## src/rtl/wake_guard_pkg.sv

```systemverilog
package wake_guard_pkg;

    typedef enum logic [0:0] {
        WG_IDLE  = 1'b0,
        WG_GUARD = 1'b1
    } wg_state_e;

    // Window length in reference cycles, rounded up.
    function automatic int wg_win_cycles(input int ref_khz, input int window_ns);
        return (ref_khz * window_ns + 999999) / 1000000;
    endfunction

endpackage

```

## src/rtl/wake_guard_sync.sv

```systemverilog
module wake_guard_sync #(
    parameter int WIDTH = 4
) (
    input  logic             clk,
    input  logic             rst_n,
    input  logic [WIDTH-1:0] d_async,
    output logic [WIDTH-1:0] q_sync
);

    for (genvar gi = 0; gi < WIDTH; gi++) begin : g_bit
        logic stage1_q;
        logic stage2_q;

        always_ff @(posedge clk or negedge rst_n) begin
            if (!rst_n) begin
                stage1_q <= 1'b0;
                stage2_q <= 1'b0;
            end else begin
                stage1_q <= d_async[gi];
                stage2_q <= stage1_q;
            end
        end

        assign q_sync[gi] = stage2_q;
    end

endmodule

```

## src/rtl/wake_guard_window.sv

```systemverilog
module wake_guard_window
    import wake_guard_pkg::*;
#(
    parameter int WIN_CYCLES = 72,
    parameter int CNT_W      = $clog2(WIN_CYCLES + 1)
) (
    input  logic             clk,
    input  logic             rst_n,
    input  logic             trig,
    output logic             guard_on,
    output logic [CNT_W-1:0] cnt_q
);

    localparam logic [CNT_W-1:0] LAST = CNT_W'(WIN_CYCLES - 1);

    wg_state_e        state_q, state_d;
    logic [CNT_W-1:0] cnt_d;

    // State register
    always_ff @(posedge clk or negedge rst_n) begin
        if (!rst_n) begin
            state_q <= WG_IDLE;
            cnt_q   <= '0;
        end else begin
            state_q <= state_d;
            cnt_q   <= cnt_d;
        end
    end

    // Transitions: launch, restart, tick, expire
    always_comb begin
        state_d = state_q;
        cnt_d   = cnt_q;
        unique case (state_q)
            WG_IDLE: begin
                if (trig) begin
                    state_d = WG_GUARD;
                    cnt_d   = '0;
                end
            end
            WG_GUARD: begin
                if (trig) begin
                    cnt_d = '0;
                end else if (cnt_q == LAST) begin
                    state_d = WG_IDLE;
                    cnt_d   = '0;
                end else begin
                    cnt_d = cnt_q + 1'b1;
                end
            end
            default: begin
                state_d = WG_IDLE;
                cnt_d   = '0;
            end
        endcase
    end

    // Outputs
    always_comb begin
        guard_on = (state_q == WG_GUARD);
    end

endmodule

```

## src/rtl/wake_guard_hold.sv

```systemverilog
module wake_guard_hold #(
    parameter int WIDTH = 4
) (
    input  logic             clk,
    input  logic             rst_n,
    input  logic             capture_en,
    input  logic [WIDTH-1:0] wake_sync,
    input  logic             ack,
    output logic [WIDTH-1:0] held_q
);

    logic [WIDTH-1:0] kept;
    logic [WIDTH-1:0] caught;

    always_comb begin
        kept   = ack ? '0 : held_q;
        caught = capture_en ? wake_sync : '0;
    end

    always_ff @(posedge clk or negedge rst_n) begin
        if (!rst_n) held_q <= '0;
        else        held_q <= kept | caught;
    end

endmodule

```

## src/rtl/wake_guard_top.sv

```systemverilog
module wake_guard_top
    import wake_guard_pkg::*;
#(
    parameter int NUM_WAKE  = 4,
    parameter int REF_KHZ   = 12000,
    parameter int WINDOW_NS = 6000
) (
    input  logic                clk,
    input  logic                rst_n,
    input  logic                entry_trig,
    input  logic [NUM_WAKE-1:0] wake_raw,
    input  logic                wake_ack,
    output logic [NUM_WAKE-1:0] wake_out,
    output logic                busy
);

    localparam int WIN_CYCLES = wg_win_cycles(REF_KHZ, WINDOW_NS);
    localparam int CNT_W      = $clog2(WIN_CYCLES + 1);

    logic [NUM_WAKE-1:0] sync_q;
    logic [NUM_WAKE-1:0] held_q;
    logic [CNT_W-1:0]    cnt_q;
    logic                guard_on;

    wake_guard_sync #(.WIDTH(NUM_WAKE)) u_sync (
        .clk     (clk),
        .rst_n   (rst_n),
        .d_async (wake_raw),
        .q_sync  (sync_q)
    );

    wake_guard_window #(.WIN_CYCLES(WIN_CYCLES), .CNT_W(CNT_W)) u_win (
        .clk      (clk),
        .rst_n    (rst_n),
        .trig     (entry_trig),
        .guard_on (guard_on),
        .cnt_q    (cnt_q)
    );

    wake_guard_hold #(.WIDTH(NUM_WAKE)) u_hold (
        .clk        (clk),
        .rst_n      (rst_n),
        .capture_en (guard_on),
        .wake_sync  (sync_q),
        .ack        (wake_ack),
        .held_q     (held_q)
    );

    always_comb begin
        busy     = guard_on;
        wake_out = guard_on ? '0 : (sync_q | held_q);
    end

endmodule

```

## config.mk

```make
export PLATFORM = sky130hd
export DESIGN_NAME = wake_guard_top
export DESIGN_NICKNAME = d
export VERILOG_FILES = /design/src/rtl/wake_guard_pkg.sv /design/src/rtl/wake_guard_sync.sv /design/src/rtl/wake_guard_window.sv /design/src/rtl/wake_guard_hold.sv /design/src/rtl/wake_guard_top.sv
export SDC_FILE = /design/constraint.sdc
export NUM_CORES = 1
export LEC_CHECK = 0
export ABC_AREA = 1
export ABC_CLOCK_PERIOD_IN_PS = 2040
export BUFFER_PORTS_ARGS = -buffer_cell sky130_fd_sc_hd__buf_2
export CAP_MARGIN = 15
export CORE_MARGIN = 8
export CORE_UTILIZATION = 60
export CTS_BUF_LIST = sky130_fd_sc_hd__clkbuf_8
export DETAILED_ROUTE_END_ITERATION = 10
export HOLD_SLACK_MARGIN = 0.12
export PLACE_DENSITY_LB_ADDON = 0.12
export SLEW_MARGIN = 15
export SYNTH_ARGS = -nofsm -noshare
export SYNTH_HDL_FRONTEND = slang
export SYNTH_SLANG_ARGS = --single-unit
```

## constraint.sdc

```tcl
create_clock -name clk -period 2.04 [get_ports clk]
set_input_delay 0.408 -clock clk [delete_from_list [all_inputs] [get_ports clk]]
set_output_delay 0.408 -clock clk [all_outputs]
set_load 0.02 [all_outputs]
```

==> results.ini, run 1 <==
[synth]
synth_fa_ha_area_share_pct = 1.488
synth_mux_area_share_pct = 0
synth_seq_cells = 20
synth_top_family_by_area = simple AND/OR/NAND/NOR gates
synth_top_area_cell = dfrtp_1
yosys.area_share.simple_pct = 20.98
synth.most_common_cell = nand2_1
synth-xor-area-share_pct = 1.042
synth_edf_count = 0
synth_compound_area_share_pct = 8.333
postSynthCellCount = 94
synth.cells.most_frequent = nand2_1, dfrtp_1, inv_1, nand3_1, a21oi_1
synth_warnings = 0
synthesis.area_um2 = 840.8
synth_area_leaders = dfrtp_1, nand2_1, inv_1
synth_top_area_share_pct = 59.52
synthArstFlopShare_pct = 100.0
ys.flop_type = dfrtp_1
avgSynthCellArea_um2 = 8.945
synth_nets = 103
synth_cell_type_count = 14
seq_area_frac_synth_pct = 59.52

[pwr]
leakage_nw = 0.5351
swShare_pct = 21.14
comb_power_share_pct = 5.7
p_int_mw = 0.6015
power_mw = 0.7628
sequentialPowerShare_pct = 55.6
power_density_nw_per_um2 = 778.6
clkPwrFrac_pct = 38.7
ir_drop_v = 0.0005411
p_sw_mw = 0.1613

[timing]
tightest_slew_ns = 0.4212
worst_hold_slack_ns = 0.2560
layout_min_cycle_time_ns = 1.582
tns_ns = 0
grt_setup_unrepaired = false
slew_viol_final = 0
setup_viol = 0
relSlewSlack_pct = 71.92
hold_viol_final = 0
fmaxAchievable_ghz = 0.6322
fin_skew_ns = 0.0006649
finalCritPeriodShare_pct = 77.54

[clock_network]
clock_path_buffers = 2
clkLatencyLatePin_ns = 0.25
clock-sinks = 20
root_buffer = clkbuf_8
cts_tree = built
path_clk_slew_ns = 0.07
ctsResizeCount = 0
h-tree-depth = 1
cts_buffers = 3

[routing]
drtIter0Drc = 16
wl_per_cell_um = 13.83
ant_nets = 0
totalWireLength_mm = 1.729
first_pass_iters = 4
drc = 0
num_vias = 649
viasPerCell = 5.192

[worst_setup_path]
crit_fanout = 12
cp-end-kind = output pin
cp-start-kind = flip-flop
path_class = flip-flop to output pin
cp_data_arrival_time_ns = 1.17
required_ns = 1.63

[status]
outcome = completed

[floorplanning]
die_w_um = 53.44
die_y_um = 53.44
start_util_pct = 64.62
io_pins = 13
core_um2 = 1301
die_area_um2 = 2855
num_rows = 13

[flow_run]
maxCapViolCount = 0

[layout]
area_delta_synth_final_pct = 16.52
antennaDiodeCount = 0
final_area_um2 = 979.7
drive_gt1_share_pct = 18.18
nets = 120

[place]
globalplace.congestion = 0.7651
hpwl_mm = 1.252
portBuffers = 12
post_dp_cell_area_um2 = 914.6

[global_routing]
antenna_found_initial = 0
first_global_vias = 711
grt_pass1_wl_mm = 3.001
grt-ovfl-total = 0
grt_max_degree = 21
grt_usage_pct = 14.42

[hold_path]
holdCritPathClass = primary input to flip-flop

-- per-stage QoR --
stage,instances,utilization (%),setup slack [ns]
after floorplan,94,-,0.6374
after global placement,120,70.29,0.8419
after detailed placement,120,70.29,0.7614
after CTS,125,75.29,0.4765
after global routing,125,75.29,0.4236
final,125,75.29,0.4581
-- placed cells by master, fill, tap and decap left out --
master and count:
nand2_1 26, dfrtp_1 20, inv_1 18, buf_2 12, nand3_1 8, a21oi_1 5, o22ai_1 4, nor2_2 4
clkbuf_8 4, nor2_1 2, o21bai_1 2, o21ai_0 1, nand4_1 1, xor2_1 1, ha_1 1, dlygate4sd3_1 1
-- power groups by stage --
| stage | combinational [mW] | sequential (mW) | clock, mW |
|---|---|---|---|
| floorplan | 0.0207 | 0.429 | 0 |
| global placement | 0.0395 | 0.430 | 0 |
| detailed placement | 0.0408 | 0.432 | 0 |
| CTS | 0.0438 | 0.424 | 0.299 |
| global route | 0.0505 | 0.425 | 0.315 |
| finish | 0.0432 | 0.424 | 0.295 |
-- state kept, by name, indices dropped and copies added (netlist names) --
register	flops
u_win.guard_on	1
u_sync.g_bit.stage1_q	4
u_hold.held_q	4
u_sync.g_bit.stage2_q	4
u_win.cnt_q	7
-- what timing repair did --
action	in CTS	in global routing
setup buffers	0	0
endpoints found under the hold margin	20	0
hold buffers	1	0
-- final cells by class --
class	instances	area [µm²]
Clock buffer	4	55.05
Fill cell	93	321.6
Inverter	18	67.56
Multi-Input combinational cell	55	267.8
Sequential cell	20	500.5
Tap cell	15	18.77
Timing Repair Buffer	13	70.07
-- routing by layer --
metal	share of wire, %	wire [µm]	track usage, %
met1	42	732	15.36
met4	1.7	29	8.403
met3	5.6	97	4.202
met5	0	0	0
met2	50	870	24.61
-- path summary, 6_finish.rpt --
path	startpoint	end	slack, ns	cells past startpoint
max	u_win.guard_on$_DFF_PN0_	wake_out[2]	0.46	2
min	wake_raw[1]	u_sync.g_bit[1].stage1_q$_DFF_PN0_	0.26	1
max reg2reg	u_win.cnt_q[0]$_DFFE_PN0P_	u_win.cnt_q[0]$_DFFE_PN0P_	0.76	6
min reg2reg	u_sync.g_bit[0].stage1_q$_DFF_PN0_	u_sync.g_bit[0].stage2_q$_DFF_PN0_	0.36	0
max in group asynchronous	rst_n	u_hold.held_q[0]$_DFF_PN0_	1.13	2
min in group asynchronous	rst_n	u_hold.held_q[1]$_DFF_PN0_	0.62	2
-- worst max-delay path: stages, from the launching register on --
cell,delay (ns)
dfrtp_1,0.51
a21oi_1,0.21
buf_2,0.19
-- cell families (layout without fill, tap and decap cells) --
group | count (synthesis) | count (layout)
flops | 20 | 20
buf+inv | 19 | 35
simple gates | 41 | 41
compound gates | 12 | 12
fa+ha+maj | 1 | 1
xor+xnor | 1 | 1
(Power assumes the default switching activity.)
==> run 2, diff against run 1 <==
ABC_CLOCK_PERIOD_IN_PS = 1400   (was 2040)
CORE_UTILIZATION = 51   (was 60)
clock period = 1.4 ns   (was 2.04 ns; I/O delays follow)
==> run 2 against run 1 <==
  * Largest cell class unchanged
  * First-iteration DRC count decreased by 6.3%
  * Sequential cell count unchanged
  * Highest routed layer unchanged
  * Count of clock-buffer cells in the layout decreased by 1
==> results.ini, run 2 (synthesis gave the netlist of run 1 again) <==
[status]
outcome = completed

[global_routing]
grt_pass1_wl_mm = 2.628
grt_usage_pct = 10.11
antenna_found_initial = 0
grt-ovfl-total = 0
first_global_vias = 632
grt_max_degree = 21

[floorplanning]
core_um2 = 1524
io_pins = 13
die_area_um2 = 3204
die_w_um = 56.61
die_y_um = 56.61
start_util_pct = 55.17
num_rows = 14

[layout]
final_area_um2 = 1023
layout_common_cells = nand2_1, dfrtp_1, inv_1
antennaDiodeCount = 0
final_util_pct = 67.16
area_delta_synth_final_pct = 21.73
regMostFlops = u_win.cnt_q
largest_reg_flops = 7
mostFrequentLayoutCell = nand2_1
final_cells = 129
nets = 123
drive_gt1_share_pct = 20.35

[timing]
relSlewSlack_pct = 72.38
tightest_slew_ns = 0.4143
fmaxAchievable_ghz = 0.7445
setup_viol = 0
tns_ns = 0
fin_skew_ns = 0.004000
finalCritPeriodShare_pct = 95.94
layout_min_cycle_time_ns = 1.343
grt_setup_unrepaired = false
hold_viol_final = 0
slew_viol_final = 0
worst_hold_slack_ns = 0.1238

[place]
globalplace.congestion = 0.8188
portBuffers = 12
post_dp_cell_area_um2 = 915.9
hpwl_mm = 1.063
dpl.cell_count = 121

[worst_setup_path]
path_class = flip-flop to output pin
crit_fanout = 10
cp-start-kind = flip-flop
required_ns = 1.12
cp_data_arrival_time_ns = 1.06
cp-end-kind = output pin

[routing]
totalWireLength_mm = 1.495
ant_nets = 0
first_pass_iters = 4
drc = 0
num_vias = 639
drtIter0Drc = 15
wl_per_cell_um = 11.59
viasPerCell = 4.953

[clock_network]
path_clk_slew_ns = 0.07
clock_path_buffers = 2
cts_tree = built
h-tree-depth = 1
clock-sinks = 20
cts_buffers = 3
clkLatencyLatePin_ns = 0.25
root_buffer = clkbuf_8

[hold_path]
holdCritPathClass = primary input to flip-flop

[pwr]
leakage_nw = 0.5542
ir_drop_v = 0.0007574
power_density_nw_per_um2 = 1216

[flow_run]
maxCapViolCount = 0

==> run 2: cell types whose count changed in the layout (fill, tap and decap cells not counted), sizes merged <==
cell / delta
bufinv: +1
buf: +2
dlygate4sd3: +1
clkbuf: -1
==> run 2: per-layer routing <==
metal | GRT usage [%] | part of all wire, % | up-vias
met2 | 15.52 | 44 | 19
li1 | - | - | 329
met1 | 12.06 | 49 | 287
met3 | 2.921 | 5.3 | 4
met4 | 6.186 | 1.5 | 0
met5 | 0 | 0 | -
==> run 2: area by class of cell <==
cell class	count	area [µm²]
well taps	16	20.02
repair buffers	16	95.09
clock buffers	3	41.29
multi-input cells	55	267.8
flip-flops and latches	20	501.7
fillers	124	500.5
inverters	18	67.56
clock inverters	1	30.03
==> run 2: worst paths after layout <==
path | start | to | slack (ns) | cells after the start
worst max-delay path | u_win.guard_on$_DFF_PN0_ | wake_out[1] | 0.06 | 2
worst max register to register | u_win.cnt_q[0]$_DFFE_PN0P_ | u_win.cnt_q[0]$_DFFE_PN0P_ | 0.22 | 6
min in group asynchronous | rst_n | u_hold.held_q[2]$_DFF_PN0_ | 0.49 | 2
worst min register to register | u_sync.g_bit[3].stage1_q$_DFF_PN0_ | u_sync.g_bit[3].stage2_q$_DFF_PN0_ | 0.35 | 0
worst min-delay path | wake_raw[2] | u_sync.g_bit[2].stage1_q$_DFF_PN0_ | 0.12 | 1
max in group asynchronous | rst_n | u_win.guard_on$_DFF_PN0_ | 0.60 | 2
==> run 2: stage by stage <==
stage               setup slack (ns)  total power [mW]
floorplan                     0.1254            0.6551
global placement              0.2334            0.6833
detailed placement            0.2316            0.6859
CTS                          0.02671             1.251
global route               0.0006023             1.289
finish                       0.05678             1.244
==> run 2: critical path: stages (launching register included) <==
cell and delay, ns:
dfrtp_2 0.48, a21oi_1 0.15, buf_2 0.18
==> run 2: timing repair <==
item	in CTS	in global routing
buffers inserted	0	2
endpoints found under the setup margin	4	2
endpoints found under the hold margin	20	1
hold buffers	1	1
gates resized for setup	1	0
==> run 2: power breakdown <==
| part | internal, mW | leakage [nW] | switching [mW] |
|---|---|---|---|
| sequential | 0.603 | 0.240 | 0.0136 |
| clock | 0.381 | 0.0357 | 0.185 |
| combinational | 0.0241 | 0.279 | 0.0368 |
| total | 1.01 | 0.554 | 0.235 |
